File: config.mk
export PLATFORM = sky130hd
export DESIGN_NAME = pwm8_regbus
export DESIGN_NICKNAME = d
export VERILOG_FILES = /design/src/rtl/pwm8_pkg.sv /design/src/rtl/pwm8_presc.sv /design/src/rtl/pwm8_wave.sv /design/src/rtl/pwm8_regs.sv /design/src/rtl/pwm8_regbus.sv
export SDC_FILE = /design/constraint.sdc
export NUM_CORES = 1
export LEC_CHECK = 0
export BUFFER_PORTS_ARGS = -buffer_cell sky130_fd_sc_hd__buf_2
export CAP_MARGIN = 25
export CELL_PAD_IN_SITES_DETAIL_PLACEMENT = 1
export CELL_PAD_IN_SITES_GLOBAL_PLACEMENT = 2
export CORE_MARGIN = 2
export CORE_UTILIZATION = 40
export DETAILED_ROUTE_END_ITERATION = 8
export PLACE_DENSITY = 0.84
export SLEW_MARGIN = 20
export SYNTH_ARGS = -nofsm -noshare
export SYNTH_HDL_FRONTEND = slang
export SYNTH_SLANG_ARGS = --single-unit
File: constraint.sdc
create_clock -name clk -period 3.4 [get_ports clk]
set_clock_uncertainty 0.2 [all_clocks]
set_input_delay 0 -clock clk [delete_from_list [all_inputs] [get_ports clk]]
set_output_delay 0 -clock clk [all_outputs]
set_load 0.03 [all_outputs]
File: src/rtl/pwm8_pkg.sv
package pwm8_pkg;
  localparam logic [1:0] ADR_DUTY = 2'd0;
  localparam logic [1:0] ADR_RLO  = 2'd1;
  localparam logic [1:0] ADR_RHI  = 2'd2;
  localparam logic [1:0] ADR_CTRL = 2'd3;

  localparam int unsigned CB_EN    = 0;
  localparam int unsigned CB_GIE   = 1;
  localparam int unsigned CB_PIE   = 2;
  localparam int unsigned CB_CIE   = 3;
  localparam int unsigned CB_PFLAG = 6;
  localparam int unsigned CB_CFLAG = 7;
  localparam int unsigned MISC_W   = 6;
endpackage

File: src/rtl/pwm8_presc.sv
module pwm8_presc #(
  parameter int unsigned W = 16
) (
  input  logic         clk,
  input  logic         rst_n,
  input  logic         en_i,
  input  logic [W-1:0] reload_i,
  output logic [W-1:0] cnt_o,
  output logic         uf_o
);
  logic [W-1:0] cnt_q, cnt_d;

  always_comb begin
    uf_o  = (cnt_q == '0);
    cnt_d = (uf_o && en_i) ? reload_i : cnt_q - W'(1);
  end

  always_ff @(posedge clk or negedge rst_n) begin
    if (!rst_n) cnt_q <= '0;
    else        cnt_q <= cnt_d;
  end

  assign cnt_o = cnt_q;
endmodule

File: src/rtl/pwm8_wave.sv
module pwm8_wave #(
  parameter int unsigned DW = 8
) (
  input  logic          clk,
  input  logic          rst_n,
  input  logic          en_i,
  input  logic          tick_i,
  input  logic [DW-1:0] duty_i,
  output logic          pwm_o,
  output logic          aux_o,
  output logic          wrap_o
);
  logic [DW-1:0] cnt_q, cnt_d;
  logic          pwm_q, pwm_d, aux_q, aux_d;

  always_comb begin
    cnt_d  = cnt_q - DW'(1);
    wrap_o = en_i & tick_i & (cnt_q == '0);
    pwm_d  = en_i & ((duty_i == '1) | (cnt_q < duty_i));
    aux_d  = en_i & tick_i;
  end

  always_ff @(posedge clk or negedge rst_n) begin
    if (!rst_n) begin
      cnt_q <= '0;
      pwm_q <= 1'b0;
      aux_q <= 1'b0;
    end else begin
      if (tick_i) cnt_q <= cnt_d;
      pwm_q <= pwm_d;
      aux_q <= aux_d;
    end
  end

  assign pwm_o = pwm_q;
  assign aux_o = aux_q;
endmodule

File: src/rtl/pwm8_regs.sv
module pwm8_regs
  import pwm8_pkg::*;
#(
  parameter int unsigned DW = 8
) (
  input  logic            clk,
  input  logic            rst_n,
  input  logic            cyc_i,
  input  logic            stb_i,
  input  logic            we_i,
  input  logic [1:0]      adr_i,
  input  logic [DW-1:0]   dat_i,
  output logic [DW-1:0]   dat_o,
  output logic            ack_o,
  input  logic            pre_evt_i,
  input  logic            cyc_evt_i,
  output logic [DW-1:0]   duty_o,
  output logic [2*DW-1:0] reload_o,
  output logic [7:0]      ctrl_o,
  output logic            irq_o
);
  logic [DW-1:0]     duty_q, duty_d, rlo_q, rlo_d, rhi_q, rhi_d, rd_q, rd_d;
  logic [MISC_W-1:0] misc_q, misc_d;
  logic              cflag_q, cflag_d, pflag_q, pflag_d;
  logic              ack_q, irq_q, irq_d;
  logic              acc, wr, clr_c, clr_p;
  logic [7:0]        ctrl;

  always_comb begin
    acc    = cyc_i & stb_i & ~ack_q;
    wr     = acc & we_i;
    duty_d = duty_q;
    rlo_d  = rlo_q;
    rhi_d  = rhi_q;
    misc_d = misc_q;
    if (wr) begin
      case (adr_i)
        ADR_DUTY: duty_d = dat_i;
        ADR_RLO:  rlo_d  = dat_i;
        ADR_RHI:  rhi_d  = dat_i;
        default:  misc_d = dat_i[MISC_W-1:0];
      endcase
    end
    clr_c   = wr && (adr_i == ADR_CTRL) && !dat_i[CB_CFLAG];
    clr_p   = wr && (adr_i == ADR_CTRL) && !dat_i[CB_PFLAG];
    cflag_d = cyc_evt_i | (cflag_q & ~clr_c);
    pflag_d = pre_evt_i | (pflag_q & ~clr_p);
    ctrl    = {cflag_q, pflag_q, misc_q};
    irq_d   = ctrl[CB_GIE] & ((ctrl[CB_CFLAG] & ctrl[CB_CIE]) |
                              (ctrl[CB_PFLAG] & ctrl[CB_PIE]));
    case (adr_i)
      ADR_DUTY: rd_d = duty_q;
      ADR_RLO:  rd_d = rlo_q;
      ADR_RHI:  rd_d = rhi_q;
      default:  rd_d = DW'(ctrl);
    endcase
  end

  always_ff @(posedge clk or negedge rst_n) begin
    if (!rst_n) begin
      duty_q  <= '0;
      rlo_q   <= '0;
      rhi_q   <= '0;
      misc_q  <= '0;
      cflag_q <= 1'b0;
      pflag_q <= 1'b0;
      ack_q   <= 1'b0;
      irq_q   <= 1'b0;
      rd_q    <= '0;
    end else begin
      if (wr) begin
        duty_q <= duty_d;
        rlo_q  <= rlo_d;
        rhi_q  <= rhi_d;
        misc_q <= misc_d;
      end
      if (acc && !we_i) rd_q <= rd_d;
      cflag_q <= cflag_d;
      pflag_q <= pflag_d;
      ack_q   <= acc;
      irq_q   <= irq_d;
    end
  end

  assign dat_o    = rd_q;
  assign ack_o    = ack_q;
  assign duty_o   = duty_q;
  assign reload_o = {rhi_q, rlo_q};
  assign ctrl_o   = ctrl;
  assign irq_o    = irq_q;
endmodule

File: src/rtl/pwm8_regbus.sv
module pwm8_regbus
  import pwm8_pkg::*;
#(
  parameter int unsigned DW = 8
) (
  input  logic          clk,
  input  logic          rst_n,
  input  logic          bus_cyc_i,
  input  logic          bus_stb_i,
  input  logic          bus_we_i,
  input  logic [1:0]    bus_adr_i,
  input  logic [DW-1:0] bus_dat_i,
  output logic [DW-1:0] bus_dat_o,
  output logic          bus_ack_o,
  output logic          pwm_o,
  output logic          tick_o,
  output logic          irq_o
);
  localparam int unsigned PW = 2 * DW;

  logic [1:0]    rs_q;
  logic          rst_n_int;
  logic [DW-1:0] duty_w;
  logic [PW-1:0] reload_w, pre_cnt_w;
  logic [7:0]    ctrl_w;
  logic          en, pre_uf, pre_evt, cyc_evt;

  always_ff @(posedge clk or negedge rst_n) begin
    if (!rst_n) rs_q <= '0;
    else        rs_q <= {rs_q[0], 1'b1};
  end
  assign rst_n_int = rs_q[1];

  assign en      = ctrl_w[CB_EN];
  assign pre_evt = en & pre_uf;

  pwm8_regs #(.DW(DW)) u_regs (
    .clk(clk), .rst_n(rst_n_int),
    .cyc_i(bus_cyc_i), .stb_i(bus_stb_i), .we_i(bus_we_i),
    .adr_i(bus_adr_i), .dat_i(bus_dat_i), .dat_o(bus_dat_o), .ack_o(bus_ack_o),
    .pre_evt_i(pre_evt), .cyc_evt_i(cyc_evt),
    .duty_o(duty_w), .reload_o(reload_w), .ctrl_o(ctrl_w), .irq_o(irq_o)
  );

  pwm8_presc #(.W(PW)) u_presc (
    .clk(clk), .rst_n(rst_n_int), .en_i(en), .reload_i(reload_w),
    .cnt_o(pre_cnt_w), .uf_o(pre_uf)
  );

  pwm8_wave #(.DW(DW)) u_wave (
    .clk(clk), .rst_n(rst_n_int), .en_i(en), .tick_i(pre_uf),
    .duty_i(duty_w), .pwm_o(pwm_o), .aux_o(tick_o), .wrap_o(cyc_evt)
  );
endmodule

==> impl_metrics.ini, run 1 <==
[floorplanning]
coreArea_mm2 = 0.008175
dieHeight_um = 95.39
die-area_mm2 = 0.009098
boundaryPins = 27
placementRows = 33
die_x_um = 95.39
start_util_pct = 40.86

[cells_and_area]
fin_area_mm2 = 0.003940
diodes = 0
drive_above_1_share_pct = 29.00
syn_to_final_growth_pct = 17.94
instances_no_fill = 436
fin_nets = 352

[detailed_routing]
drtPass1Iterations = 6
wl_um = 8017
vias_per_cell = 5.275
vias = 2300
drcViolationCount = 0
ant_nets = 0
wl_per_cell_um = 18.39
drt_iter0_markers = 47

[pwr]
swShare_pct = 29.80
p_sw_uw = 669.4
max-vdd-ir-drop_v = 0.0002790
p_seq_share_pct = 48.8
p_int_uw = 1577
leakagePower_uw = 0.001736
clkPwrFrac_pct = 32.7
p_per_area_mw_per_mm2 = 570.2
combPwrFrac_pct = 18.5

[synth]
yosysUniqueCellTypes = 41
ys.flop_type = dfrtp_1
ys_ff_latch = 70
syn_avg_cell_area_um2 = 11.93
synth_area_mm2 = 0.003341
synth_edf_count = 0
synth_area_leaders = dfrtp_1 52%, mux2_2 11%, mux4_2 5.4%
synth_top_area_share_pct = 52.43
synth_cells = 280
syn_nets = 306
synth_top_cell_by_area = dfrtp_1
async_flop_share_pct = 100.0
ys_seq_area_share_pct = 52.43
synth-warning-count = 0

[timing]
drv_slew = 0
setup_viol = 0
hold_viol = 0
slew_headroom_pct = 45.72
post-route-period-util_pct = 78.88
fmax_mhz = 372.9
period_minus_slack_ns = 2.682
rsz0062_at_grt = no
whs_ns = 0.02333
max_slew.worst_pin.slew_ns = 0.8097
tns_ns = 0

[flow_run]
drv_cap = 0

[clocking]
cts.repair.resized = 0
cts_max_level = 3
cts.clk_slew.worst_paths_ns = 0.08
cts-root-buf = clkbuf_8
cts_buffers = 9
clock_tree.buffer_depth = 2
clk_latency_ns = 0.36
cts.sinks = 70
tritoncts = built

[critical_path]
crit_family = buffers and inverters
cp_slowest_cell = nor3b_2
path_cells = dlygate4sd3_1, buf_2, nand2_1, dlygate4sd3_1, nor2_1, nand2_1, nor3b_2, mux2_2
endpoint_kind = flip-flop
worstPathArrival_ns = 2.72
critical_path_buf_inv_count = 3
worstSetupPathType = input port to flip-flop
cp_max_fo = 8
r2r_start = u_presc.cnt_o[3]
crit_required_ns = 3.44
cp-startpoint = bus_stb_i
critPathMaxStageDelay_ns = 0.71
critPathLaunchType = input port

[global_route]
grt_pass1_wl_um = 13170
grt_usage_pct = 19.92
grt_overflow = 0
grt_start_max_net_pins = 30
antenna_found_initial = 0
grt_pass1_vias = 2518

[place]
numPortBuffers = 26
placed_area_mm2 = 0.003596
gp_congestion = 0.7823
dp_cells = 407
hpwlAfterDp_um = 5759

[hold_path]
hp-class = input port to flip-flop
min_from = bus_cyc_i

[outcome]
run_status = finished clean
==> Yosys cell counts, types with 5 or more instances <==
cell type / number
a21oi_1: 18
dfrtp_1: 70
ha_1: 11
inv_1: 14
mux2_2: 32
mux4_2: 8
nand2_1: 26
nand3_1: 6
nor2_1: 25
o21ai_0: 5
xnor2_1: 11
xor2_1: 10
==> power groups by stage <==
stage	logic, uW	registers (uW)	clock network (uW)
after floorplan	201	1150	0
after global placement	393	1100	0
after detailed placement	405	1110	0
after CTS	420	1100	748
after global routing	454	1120	784
final	415	1100	735
==> area by class of cell <==
| type | count | area (um^2) |
|---|---|---|
| multi-input cells | 189 | 1506 |
| clock buffers | 10 | 127.6 |
| inverters | 14 | 52.55 |
| clock inverters | 6 | 86.33 |
| well taps | 105 | 131.4 |
| repair buffers | 42 | 282.8 |
| flip-flops and latches | 70 | 1753 |
| fillers | 867 | 4235 |
==> cells in the final DEF, fill, tap and decap left out, types with 5 or more instances in the layout <==
master / Yosys / final
clkbuf_8: 0 / 9
nor2_1: 25 / 25
mux4_2: 8 / 8
inv_1: 14 / 14
nand3_1: 6 / 6
xnor2_1: 11 / 11
xor2_1: 10 / 10
nand2_1: 26 / 26
o21ai_0: 5 / 5
buf_2: 3 / 26
dlygate4sd3_1: 0 / 13
dfrtp_1: 70 / 69
mux2_2: 32 / 32
ha_1: 11 / 11
a21oi_1: 18 / 18
==> stage by stage <==
stage	power (uW)	setup slack (ns)	utilization [%]
after floorplan	1355	1.106	-
after global placement	1497	1.019	43.99
after detailed placement	1517	0.9475	43.99
after CTS	2266	0.7701	48.19
after global routing	2354	0.6371	48.19
final	2247	0.7182	48.19
==> sequential cells by signal (all words and copies together), names as in the netlist, 2 cells and up <==
name           cells
u_regs.rhi_q       8
u_regs.rlo_q       8
u_presc.cnt_o     16
u_regs.dat_o       8
rs_q               2
u_regs.duty_o      8
u_wave.cnt_q       8
u_regs.misc_q      6
==> tightest hold or removal path, delay by kind of cell <==
family,cells,cell delay (ns)
AND/OR/NAND/NOR,2,0.21
multiplexers,1,0.24
buffers and inverters,1,0.10
==> logic make-up after synthesis <==
group                      after synthesis  synth area share (%)
muxes                                   41                 16.48
other                                    1                0.1123
adders and majority gates               11                 4.120
buffers and inverters                   21                 2.472
and+or+nand+nor                         87                 14.23
xor gates and xnor gates                21                 5.505
DFF                                     70                 52.43
AOI/OAI and AO/OA                       28                 4.644
==> final timing paths <==
path                                           to  slack (ns)  cells past startpoint
worst max-delay path              u_regs.rlo_q[0]        0.72                      8
min in group asynchronous       u_presc.cnt_o[11]        0.09                      0
worst max register to register  u_presc.cnt_o[12]        0.95                      6
worst min-delay path              u_regs.dat_o[2]        0.02                      4
max in group asynchronous         u_regs.rlo_q[0]        2.18                      1
worst min register to register  u_presc.cnt_o[11]        0.09                      0
==> layer usage <==
metal | routed length (um) | vias up | GRT usage (%)
met5 | 0 | - | 0
met4 | 149 | 0 | 8.452
met3 | 177 | 12 | 3.241
met2 | 4185 | 32 | 34.57
met1 | 3503 | 1192 | 24.60
li1 | - | 1064 | -
==> timing repair <==
action                     in CTS  in global routing
hold buffers                   13                  0
hold endpoints to repair       43                  0
setup buffers                   0                  0
setup endpoints to repair       0                  0
No activity file was read; power rests on OpenSTA's default activity.
==> run 2: changes to the inputs <==
clock period = 2.6 ns   (was 3.4 ns; I/O delays follow)
==> run 2 against run 1 <==
  * Wire length fell by 0.19%
  * Critical path depth rose by 1
  * Largest cell class unchanged
  * Count of clock-buffer cells in the layout unchanged
  * Sequential share of layout area down 0.34 points
==> impl_metrics.ini, run 2 (synthesis results as in run 1) <==
[critical_path]
critPathLaunchType = input port
worstPathArrival_ns = 2.42
critPathMaxStageDelay_ns = 0.58
path_cells = dlygate4sd3_1, buf_2, nand2_1, dlygate4sd3_1, nor2_1, nand2_1, nor3_2, buf_4, mux2_2
cp_slowest_cell = dlygate4sd3_1
crit_required_ns = 2.64
worstSetupPathType = input port to flip-flop
critical_path_buf_inv_count = 4
endpoint_kind = flip-flop
cp_max_fo = 6
crit_family = buffers and inverters

[clocking]
clk_latency_ns = 0.36
cts.clk_slew.worst_paths_ns = 0.08
cts_buffers = 9
cts-root-buf = clkbuf_8
cts.sinks = 70
tritoncts = built
clock_tree.buffer_depth = 2
cts_max_level = 3
cts.repair.resized = 0

[place]
placed_area_mm2 = 0.003641
numPortBuffers = 26
hpwlAfterDp_um = 5897
dp_slack_ns = 0.3818
gp_congestion = 0.8283

[cells_and_area]
fillers = 872
final_cell_mix = 69 x dfrtp_1, 32 x mux2_2, 26 x nand2_1, 26 x buf_2, 25 x nor2_1
fin_nets = 358
syn_to_final_growth_pct = 18.84
layout_commonest_cell = dfrtp_1
fin_area_mm2 = 0.003970
final_util_pct = 48.56
drive_above_1_share_pct = 30.27
largest_reg_flops = 16
diodes = 0

[hold_path]
hp-class = input port to flip-flop

[floorplanning]
start_util_pct = 40.86
coreArea_mm2 = 0.008175
boundaryPins = 27
die_x_um = 95.39
placementRows = 33
die-area_mm2 = 0.009098
dieHeight_um = 95.39

[global_route]
grt_start_max_net_pins = 31
grt_overflow = 0
grt_pass1_wl_um = 12930
grt_usage_pct = 19.58
grt_pass1_vias = 2459
antenna_found_initial = 0

[detailed_routing]
drtPass1Iterations = 4
vias = 2294
vias_per_cell = 5.190
drt_iter0_markers = 54
wl_per_cell_um = 18.10
wl_um = 8002
ant_nets = 0
drcViolationCount = 0

[timing]
rsz0062_at_grt = no
slew_headroom_pct = 53.60
setup_viol = 0
post-route-period-util_pct = 91.47
tns_ns = 0
max_slew.worst_pin.slew_ns = 0.6960
setup_ws_ns = 0.2218
drv_slew = 0
fmax_mhz = 420.5
period_minus_slack_ns = 2.378
hold_viol = 0

[pwr]
p_per_area_mw_per_mm2 = 720.7
p_int_uw = 1975
combPwrFrac_pct = 19.0
swShare_pct = 30.97
finalPower_uw = 2861
p_sw_uw = 886.2
clkPwrFrac_pct = 31.1
leakagePower_uw = 0.001754
max-vdd-ir-drop_v = 0.0004683
p_seq_share_pct = 49.9

[outcome]
run_status = finished clean

[flow_run]
drv_cap = 0
==> run 2: cell types whose count changed in the layout (fill, tap and decap cells not counted), sizes merged <==
cell and change:
inv +1, buf +6, clkinvlp +1, bufinv -1, clkinv -1
==> run 2: what timing repair did <==
item / in CTS / in global routing
endpoints found under the hold margin: 38 / 0
hold buffers: 13 / 0
buffers inserted: 0 / 0
==> run 2: metrics by stage <==
stage               cells  hold slack [ns]
global placement      413          -0.4148
finish                442          0.09218
floorplan             280          -0.4956
global route          442          0.09916
detailed placement    413          -0.4145
CTS                   442          0.07061
==> run 2: worst register-to-register path, stage by stage (launching register included) <==
cell and delay, ns:
dfrtp_1 0.46, nor4_4 0.44, and4_2 0.37, nand2_1 0.19
buf_4 0.26, nor2_1 0.12, a21oi_1 0.05
==> run 2: routing by layer <==
| layer | wire [um] | GRT usage (%) | up-vias |
|---|---|---|---|
| met5 | 0 | 0 | - |
| met4 | 91 | 5.357 | 0 |
| met3 | 246 | 4.980 | 10 |
| met2 | 4184 | 33.74 | 37 |
| met1 | 3480 | 24.51 | 1176 |
| li1 | - | - | 1071 |
==> run 2: cell type report <==
type / instances / area [um^2] / area share, %
inverter: 14 / 52.55 / 1.324
tap: 105 / 131.4 / 3.309
sequential: 70 / 1753 / 44.15
clock inverter: 6 / 71.32 / 1.796
multi-input combinational: 189 / 1506 / 37.95
clock buffer: 10 / 127.6 / 3.215
timing repair buffer: 48 / 327.8 / 8.257
==> run 2: final timing paths <==
| check | cells past startpoint | slack [ns] | end | startpoint |
|---|---|---|---|---|
| setup reg to reg | 6 | 0.40 | u_presc.cnt_o[12] | u_presc.cnt_o[3] |
| max in group asynchronous | 1 | 1.33 | u_regs.rhi_q[4] | rs_q[1] |
| hold / removal | 3 | 0.09 | u_regs.dat_o[2] | bus_adr_i[1] |
| setup / recovery | 9 | 0.22 | u_regs.duty_o[2] | bus_stb_i |
| min in group asynchronous | 0 | 0.11 | u_regs.duty_o[1] | rs_q[1] |
| hold reg to reg | 0 | 0.11 | u_regs.duty_o[1] | rs_q[1] |
==> run 2: power groups by stage <==
stage | registers, uW | logic (uW) | clock network, uW
after global routing | 1460 | 591 | 963
after CTS | 1430 | 550 | 911
final | 1430 | 543 | 890
after detailed placement | 1450 | 533 | 0
after floorplan | 1510 | 262 | 0
after global placement | 1450 | 516 | 0
